[config.mk]
export PLATFORM = sky130hd
export DESIGN_NAME = flash_wr_seq
export DESIGN_NICKNAME = d
export VERILOG_FILES = /design/src/rtl/flseq_pkg.sv /design/src/rtl/flseq_access_gate.sv /design/src/rtl/flseq_wait_ctr.sv /design/src/rtl/flash_wr_seq.sv
export SDC_FILE = /design/constraint.sdc
export NUM_CORES = 1
export LEC_CHECK = 0
export BUFFER_PORTS_ARGS = -buffer_cell sky130_fd_sc_hd__buf_2
export CAP_MARGIN = 20
export CELL_PAD_IN_SITES_DETAIL_PLACEMENT = 1
export CELL_PAD_IN_SITES_GLOBAL_PLACEMENT = 2
export CORE_MARGIN = 5
export CORE_UTILIZATION = 27
export CTS_CLUSTER_DIAMETER = 80
export DETAILED_ROUTE_END_ITERATION = 6
export PLACE_DENSITY_LB_ADDON = 0.1
export SLEW_MARGIN = 5
export SYNTH_ARGS = -nofsm -noshare
export SYNTH_HDL_FRONTEND = slang
export SYNTH_SLANG_ARGS = --single-unit
[constraint.sdc]
create_clock -name clk -period 2.25 [get_ports clk]
set_input_delay 0.225 -clock clk [delete_from_list [all_inputs] [get_ports clk]]
set_output_delay 0.225 -clock clk [all_outputs]
set_load 0.05 [all_outputs]
[src/rtl/flseq_pkg.sv]
package flseq_pkg;
  typedef enum logic [2:0] {
    S_IDLE = 3'd0,
    S_DATA = 3'd1,
    S_WAIT = 3'd2,
    S_ERR1 = 3'd3,
    S_ERR2 = 3'd4
  } seq_state_t;
endpackage

[src/rtl/flseq_access_gate.sv]
module flseq_access_gate #(
  parameter int MIDW = 2,
  localparam int NM = 1 << MIDW
) (
  input  logic            is_write,
  input  logic [MIDW-1:0] mid,
  input  logic [NM-1:0]   rd_perm,
  input  logic [NM-1:0]   wr_perm,
  input  logic            write_ok,
  output logic            refuse
);
  logic [NM-1:0] sel;
  logic          rd_allow;
  logic          wr_allow;

  genvar g;
  generate
    for (g = 0; g < NM; g++) begin : g_dec
      assign sel[g] = (mid == MIDW'(g));
    end
  endgenerate

  assign rd_allow = |(sel & rd_perm);
  assign wr_allow = (|(sel & wr_perm)) & write_ok;
  assign refuse   = is_write ? !wr_allow : !rd_allow;
endmodule

[src/rtl/flseq_wait_ctr.sv]
module flseq_wait_ctr #(
  parameter int WSW = 3
) (
  input  logic           clk,
  input  logic           rst,
  input  logic           load,
  input  logic [WSW-1:0] load_val,
  output logic           zero
);
  logic [WSW-1:0] cnt;

  always_ff @(posedge clk) begin
    if (rst)             cnt <= '0;
    else if (load)       cnt <= load_val;
    else if (cnt != '0)  cnt <= cnt - 1'b1;
  end

  assign zero = (cnt == '0);
endmodule

[src/rtl/flash_wr_seq.sv]
module flash_wr_seq #(
  parameter int AW   = 24,
  parameter int DW   = 64,
  parameter int MIDW = 2,
  parameter int WSW  = 3
) (
  input  logic                 clk,
  input  logic                 rst,
  input  logic                 bus_req,
  input  logic [AW-1:0]        bus_addr,
  input  logic                 bus_write,
  input  logic [MIDW-1:0]      bus_mid,
  input  logic [DW-1:0]        bus_wdata,
  input  logic                 bus_ready_in,
  output logic                 bus_ready_out,
  output logic                 bus_resp,
  output logic [DW-1:0]        bus_rdata,
  input  logic [WSW-1:0]       cfg_wait,
  input  logic [(1<<MIDW)-1:0] cfg_rd_perm,
  input  logic [(1<<MIDW)-1:0] cfg_wr_perm,
  input  logic                 arr_write_ok,
  output logic [AW-1:0]        arr_addr,
  output logic [DW-1:0]        arr_wdata,
  output logic                 arr_we,
  output logic                 arr_re,
  input  logic [DW-1:0]        arr_rdata,
  input  logic                 arr_err
);
  import flseq_pkg::*;

  seq_state_t      st;
  logic [AW-1:0]   a_addr;
  logic            a_write;
  logic [MIDW-1:0] a_mid;
  logic            refuse;
  logic            cnt_zero;
  logic            launch;

  flseq_access_gate #(.MIDW(MIDW)) u_gate (
    .is_write (a_write),
    .mid      (a_mid),
    .rd_perm  (cfg_rd_perm),
    .wr_perm  (cfg_wr_perm),
    .write_ok (arr_write_ok),
    .refuse   (refuse)
  );

  assign launch = (st == S_DATA) && !refuse;

  flseq_wait_ctr #(.WSW(WSW)) u_ctr (
    .clk      (clk),
    .rst      (rst),
    .load     (launch),
    .load_val (cfg_wait),
    .zero     (cnt_zero)
  );

  always_ff @(posedge clk) begin
    if (rst) begin
      st            <= S_IDLE;
      bus_ready_out <= 1'b1;
      bus_resp      <= 1'b0;
      bus_rdata     <= '0;
      arr_addr      <= '0;
      arr_wdata     <= '0;
      arr_we        <= 1'b0;
      arr_re        <= 1'b0;
      a_addr        <= '0;
      a_write       <= 1'b0;
      a_mid         <= '0;
    end else begin
      case (st)
        S_IDLE: begin
          if (bus_req) begin
            a_addr        <= bus_addr;
            a_write       <= bus_write;
            a_mid         <= bus_mid;
            bus_ready_out <= 1'b0;
            st            <= S_DATA;
          end
        end
        S_DATA: begin
          if (refuse) begin
            bus_resp <= 1'b1;
            st       <= S_ERR1;
          end else begin
            arr_addr  <= a_addr;
            arr_wdata <= a_write ? bus_wdata : '0;
            arr_we    <= a_write;
            arr_re    <= !a_write;
            st        <= S_WAIT;
          end
        end
        S_WAIT: begin
          if (cnt_zero) begin
            arr_addr  <= '0;
            arr_wdata <= '0;
            arr_we    <= 1'b0;
            arr_re    <= 1'b0;
            if (arr_err) begin
              bus_resp <= 1'b1;
              st       <= S_ERR1;
            end else begin
              bus_ready_out <= 1'b1;
              if (!a_write) bus_rdata <= arr_rdata;
              st <= S_IDLE;
            end
          end
        end
        S_ERR1: begin
          bus_ready_out <= 1'b1;
          st            <= S_ERR2;
        end
        S_ERR2: begin
          if (bus_ready_in) begin
            bus_resp <= 1'b0;
            st       <= S_IDLE;
          end
        end
        default: st <= S_IDLE;
      endcase
    end
  end
endmodule

==> impl_metrics.prom <==
# TYPE chip_impl_metric gauge
chip_impl_info{name="post-synth-top-count-cell",value="sky130_fd_sc_hd__nand2_1"} 1
chip_impl_metric{name="tightest_slew",unit="ns"} 0.700
chip_impl_metric{name="p_per_area",unit="mW/mm²"} 797
chip_impl_metric{name="area_growth_syn_to_layout",unit="%"} 41.9
chip_impl_metric{name="fin_nets",unit=""} 1367
chip_impl_info{name="timing.critical_path.slowest_stage_cell",value="sky130_fd_sc_hd__dfxtp_1"} 1
chip_impl_metric{name="dp.final_hpwl",unit="µm"} 19100
chip_impl_metric{name="synth-edff-count",unit=""} 0
chip_impl_metric{name="drcViolationCount",unit=""} 0
chip_impl_metric{name="port-buffer-count",unit=""} 327
chip_impl_metric{name="synth.lib_cells_used.distinct",unit=""} 46
chip_impl_metric{name="drt_pre_antenna_iters",unit=""} 4
chip_impl_metric{name="grt_use_met3",unit="%"} 4.91
chip_impl_metric{name="numPlacedInstances",unit=""} 1493
chip_impl_metric{name="seq_area_frac_synth",unit="%"} 48.7
chip_impl_metric{name="synth_cells",unit=""} 832
chip_impl_metric{name="number_of_buffer_and_inverter_stages_on_the_critical_path",unit=""} 1
chip_impl_metric{name="setup_viol",unit=""} 0
chip_impl_metric{name="die_area",unit="mm²"} 0.0323
chip_impl_info{name="cts_tree",value="built"} 1
chip_impl_metric{name="netlist_area",unit="mm²"} 0.00777
chip_impl_metric{name="final.setup_skew",unit="ns"} 0.0135
chip_impl_metric{name="crit_required",unit="ns"} 2.59
chip_impl_metric{name="slew-limit-headroom",unit="%"} 53.3
chip_impl_metric{name="met2_usage",unit="%"} 29.9
chip_impl_info{name="most_area_consuming_cells_after_synthesis",value="sky130_fd_sc_hd__dfxtp_1, sky130_fd_sc_hd__nand2_1, sky130_fd_sc_hd__o2bb2ai_2"} 1
chip_impl_metric{name="period_minus_slack",unit="ns"} 2.11
chip_impl_metric{name="numCtsBuffers",unit=""} 17
chip_impl_metric{name="gr-total-overflow",unit=""} 0
chip_impl_info{name="run_status",value="finished, final reports clean"} 1
chip_impl_metric{name="drive_gt1_share",unit="%"} 37.3
chip_impl_metric{name="final-max-slew-violation-count",unit=""} 0
chip_impl_metric{name="finish.utilization",unit="%"} 38.7
chip_impl_metric{name="finish.instance_area",unit="mm²"} 0.0110
chip_impl_metric{name="whs",unit="ns"} 0.0208
chip_impl_info{name="cts_root_buffer",value="sky130_fd_sc_hd__clkbuf_16"} 1
chip_impl_metric{name="setup_tns",unit="ns"} 0
chip_impl_metric{name="finalCritPeriodShare",unit="%"} 94.0
chip_impl_metric{name="detail_route.vias_per_cell",unit=""} 4.58
chip_impl_info{name="grt_setup_unrepaired",value="no"} 1
chip_impl_info{name="path_class",value="register to register"} 1
chip_impl_metric{name="pin_count_of_the_biggest_net_entering_global_routing",unit=""} 143
chip_impl_metric{name="grt_pass1_wl",unit="µm"} 44700
chip_impl_metric{name="fin_cells",unit=""} 1590
chip_impl_metric{name="cts_max_level",unit=""} 4
chip_impl_metric{name="post_detailed_placement_cell_area",unit="mm²"} 0.00979
chip_impl_metric{name="clock_tree.buffer_depth",unit=""} 2
chip_impl_metric{name="coreArea",unit="mm²"} 0.0285
chip_impl_metric{name="route.vias.total",unit=""} 7284
chip_impl_metric{name="yosysWarnings",unit=""} 0
chip_impl_metric{name="rows",unit=""} 62
chip_impl_info{name="path_cells",value="mux2i_1 > o32a_1 > buf_4 > nand4_1 > a31oi_1"} 1
chip_impl_info{name="gr-max-usage-layer",value="met2"} 1
chip_impl_metric{name="fin_ws",unit="ns"} 0.135
chip_impl_info{name="most_frequent_cells_after_synthesis",value="sky130_fd_sc_hd__nand2_1, sky130_fd_sc_hd__dfxtp_1, sky130_fd_sc_hd__a21oi_1"} 1
chip_impl_metric{name="power.static_leakage",unit="nW"} 4.55
chip_impl_info{name="crit_path_end_kind",value="register"} 1
chip_impl_info{name="synth-main-ff-cell",value="sky130_fd_sc_hd__dfxtp_1"} 1
chip_impl_info{name="crit_family",value="compound AO/OA/AOI/OAI gates"} 1
chip_impl_metric{name="wl_per_cell",unit="µm"} 17.8
chip_impl_metric{name="avgSynthCellArea",unit="µm²"} 9.34
chip_impl_metric{name="critical_path.max_stage_delay",unit="ns"} 0.47
chip_impl_metric{name="global_route_total_usage_across_every_layer",unit="%"} 17.1
chip_impl_metric{name="synth.net_count",unit=""} 1006
chip_impl_metric{name="use_met1",unit="%"} 20.9
chip_impl_metric{name="routed_wirelength",unit="µm"} 28300
chip_impl_metric{name="totalPowerFinal",unit="mW"} 8.80
chip_impl_metric{name="gp_congestion",unit=""} 0.736
chip_impl_metric{name="synth_largest_type_area_fraction",unit="%"} 48.7
chip_impl_metric{name="timing.final.hold_violations",unit=""} 0
chip_impl_metric{name="initial_antenna_violation_count",unit=""} 3
chip_impl_info{name="hp-class",value="input pin to register"} 1
chip_impl_metric{name="yosys_register_bits",unit=""} 189
chip_impl_metric{name="worst_setup_hold_path_clk_slew",unit="ns"} 0.08
chip_impl_metric{name="die-height",unit="µm"} 180
chip_impl_metric{name="io_pins",unit=""} 328
chip_impl_metric{name="vdd_ir_drop_max",unit="V"} 0.000432
chip_impl_metric{name="worst-path-max-fanout",unit=""} 25
chip_impl_info{name="worstSetupStartpointType",value="register"} 1
chip_impl_metric{name="dp_slack",unit="ns"} 0.0921
chip_impl_metric{name="drt.antenna.violating_nets",unit=""} 0
chip_impl_metric{name="tritoncts_num_sinks",unit=""} 189
chip_impl_metric{name="worst_skew_pair.late_latency",unit="ns"} 0.43
chip_impl_metric{name="die_w",unit="µm"} 180
chip_impl_info{name="yosysTopAreaCell",value="sky130_fd_sc_hd__dfxtp_1"} 1
chip_impl_metric{name="cp_data_arrival_time",unit="ns"} 2.46
chip_impl_metric{name="grt_pass1_vias",unit=""} 7671
chip_impl_metric{name="synthArstFlopShare",unit="%"} 0
chip_impl_metric{name="max_cap_violations",unit=""} 0
chip_impl_metric{name="starting_density_of_the_core",unit="%"} 27.2
chip_impl_metric{name="fmax",unit="GHz"} 0.473
chip_impl_metric{name="detail_route.iter0.violations",unit=""} 302
[cell type report]
| cell class | instances | area, µm² |
|---|---|---|
| antenna | 1 | 2.50 |
| clock buffer | 17 | 425 |
| clock inverter | 14 | 149 |
| fill | 3421 | 17500 |
| multi-input combinational | 563 | 3580 |
| tap | 384 | 480 |
| timing repair buffer | 418 | 2600 |
| sequential | 189 | 3780 |
| inverter | 4 | 15.0 |
[kinds of logic after synthesis]
kind of cell | Yosys count | synth area share, %
adder cells (fa/ha/maj) | 2 | 0.322
XOR/XNOR | 1 | 0.113
AND/OR/NAND/NOR | 328 | 20.0
flip-flops | 189 | 48.7
buffers and inverters | 80 | 6.02
AO/OA/AOI/OAI | 225 | 24.0
multiplexers | 7 | 0.917
[timing repair]
item | 4_1_cts | 5_1_grt
endpoints found under the setup margin | 0 | 32
setup buffers | 0 | 0
hold buffers | 64 | 0
endpoints found under the hold margin | 64 | 0
resized for setup | 0 | 2
[power by group]
part | internal, mW | leakage, nW | switching [mW]
Combinational | 0.711 | 2.73 | 1.40
Sequential | 3.53 | 1.53 | 0.119
Clock | 1.57 | 0.283 | 1.47
Total | 5.81 | 4.55 | 2.99
[registers in the layout (all words and copies together) (netlist names), 2 cells and up]
signal and flops:
st 3, bus_rdata 64, arr_addr 24, a_addr 24
u_ctr.cnt 3, arr_wdata 64, a_mid 2
[worst min-delay path: stages]
cell and delay (ns):
sky130_fd_sc_hd__buf_2 0.09, sky130_fd_sc_hd__nand2_1 0.04, sky130_fd_sc_hd__a21oi_1 0.05
[worst paths after layout]
kind / startpoint / cells past startpoint / endpoint / slack [ns]
max: a_mid[0] / 5 / arr_addr[4] / 0.14
min reg2reg: bus_rdata[27] / 2 / bus_rdata[27] / 0.45
min: bus_addr[20] / 3 / a_addr[20] / 0.02
max reg2reg: a_mid[0] / 5 / arr_addr[4] / 0.14
[cell usage in the layout, fill, tap and decap left out, drive strengths merged, types with 24 or more instances in the layout]
cell type      n
buf          353
nand2        207
dfxtp        189
a21oi         95
nand2b        71
dlygate4sd3   64
o2bb2ai       64
a31oi         26
nand4         25
o211ai        24
[layer usage]
metal,share of wire (%),routed length (µm),up-vias
met5,0.067,19,-
met4,1.3,365,4
met3,5.0,1420,22
met2,51,14400,172
met1,43,12100,3475
li1,-,-,3611
No activity file was read; power rests on OpenSTA's default activity.
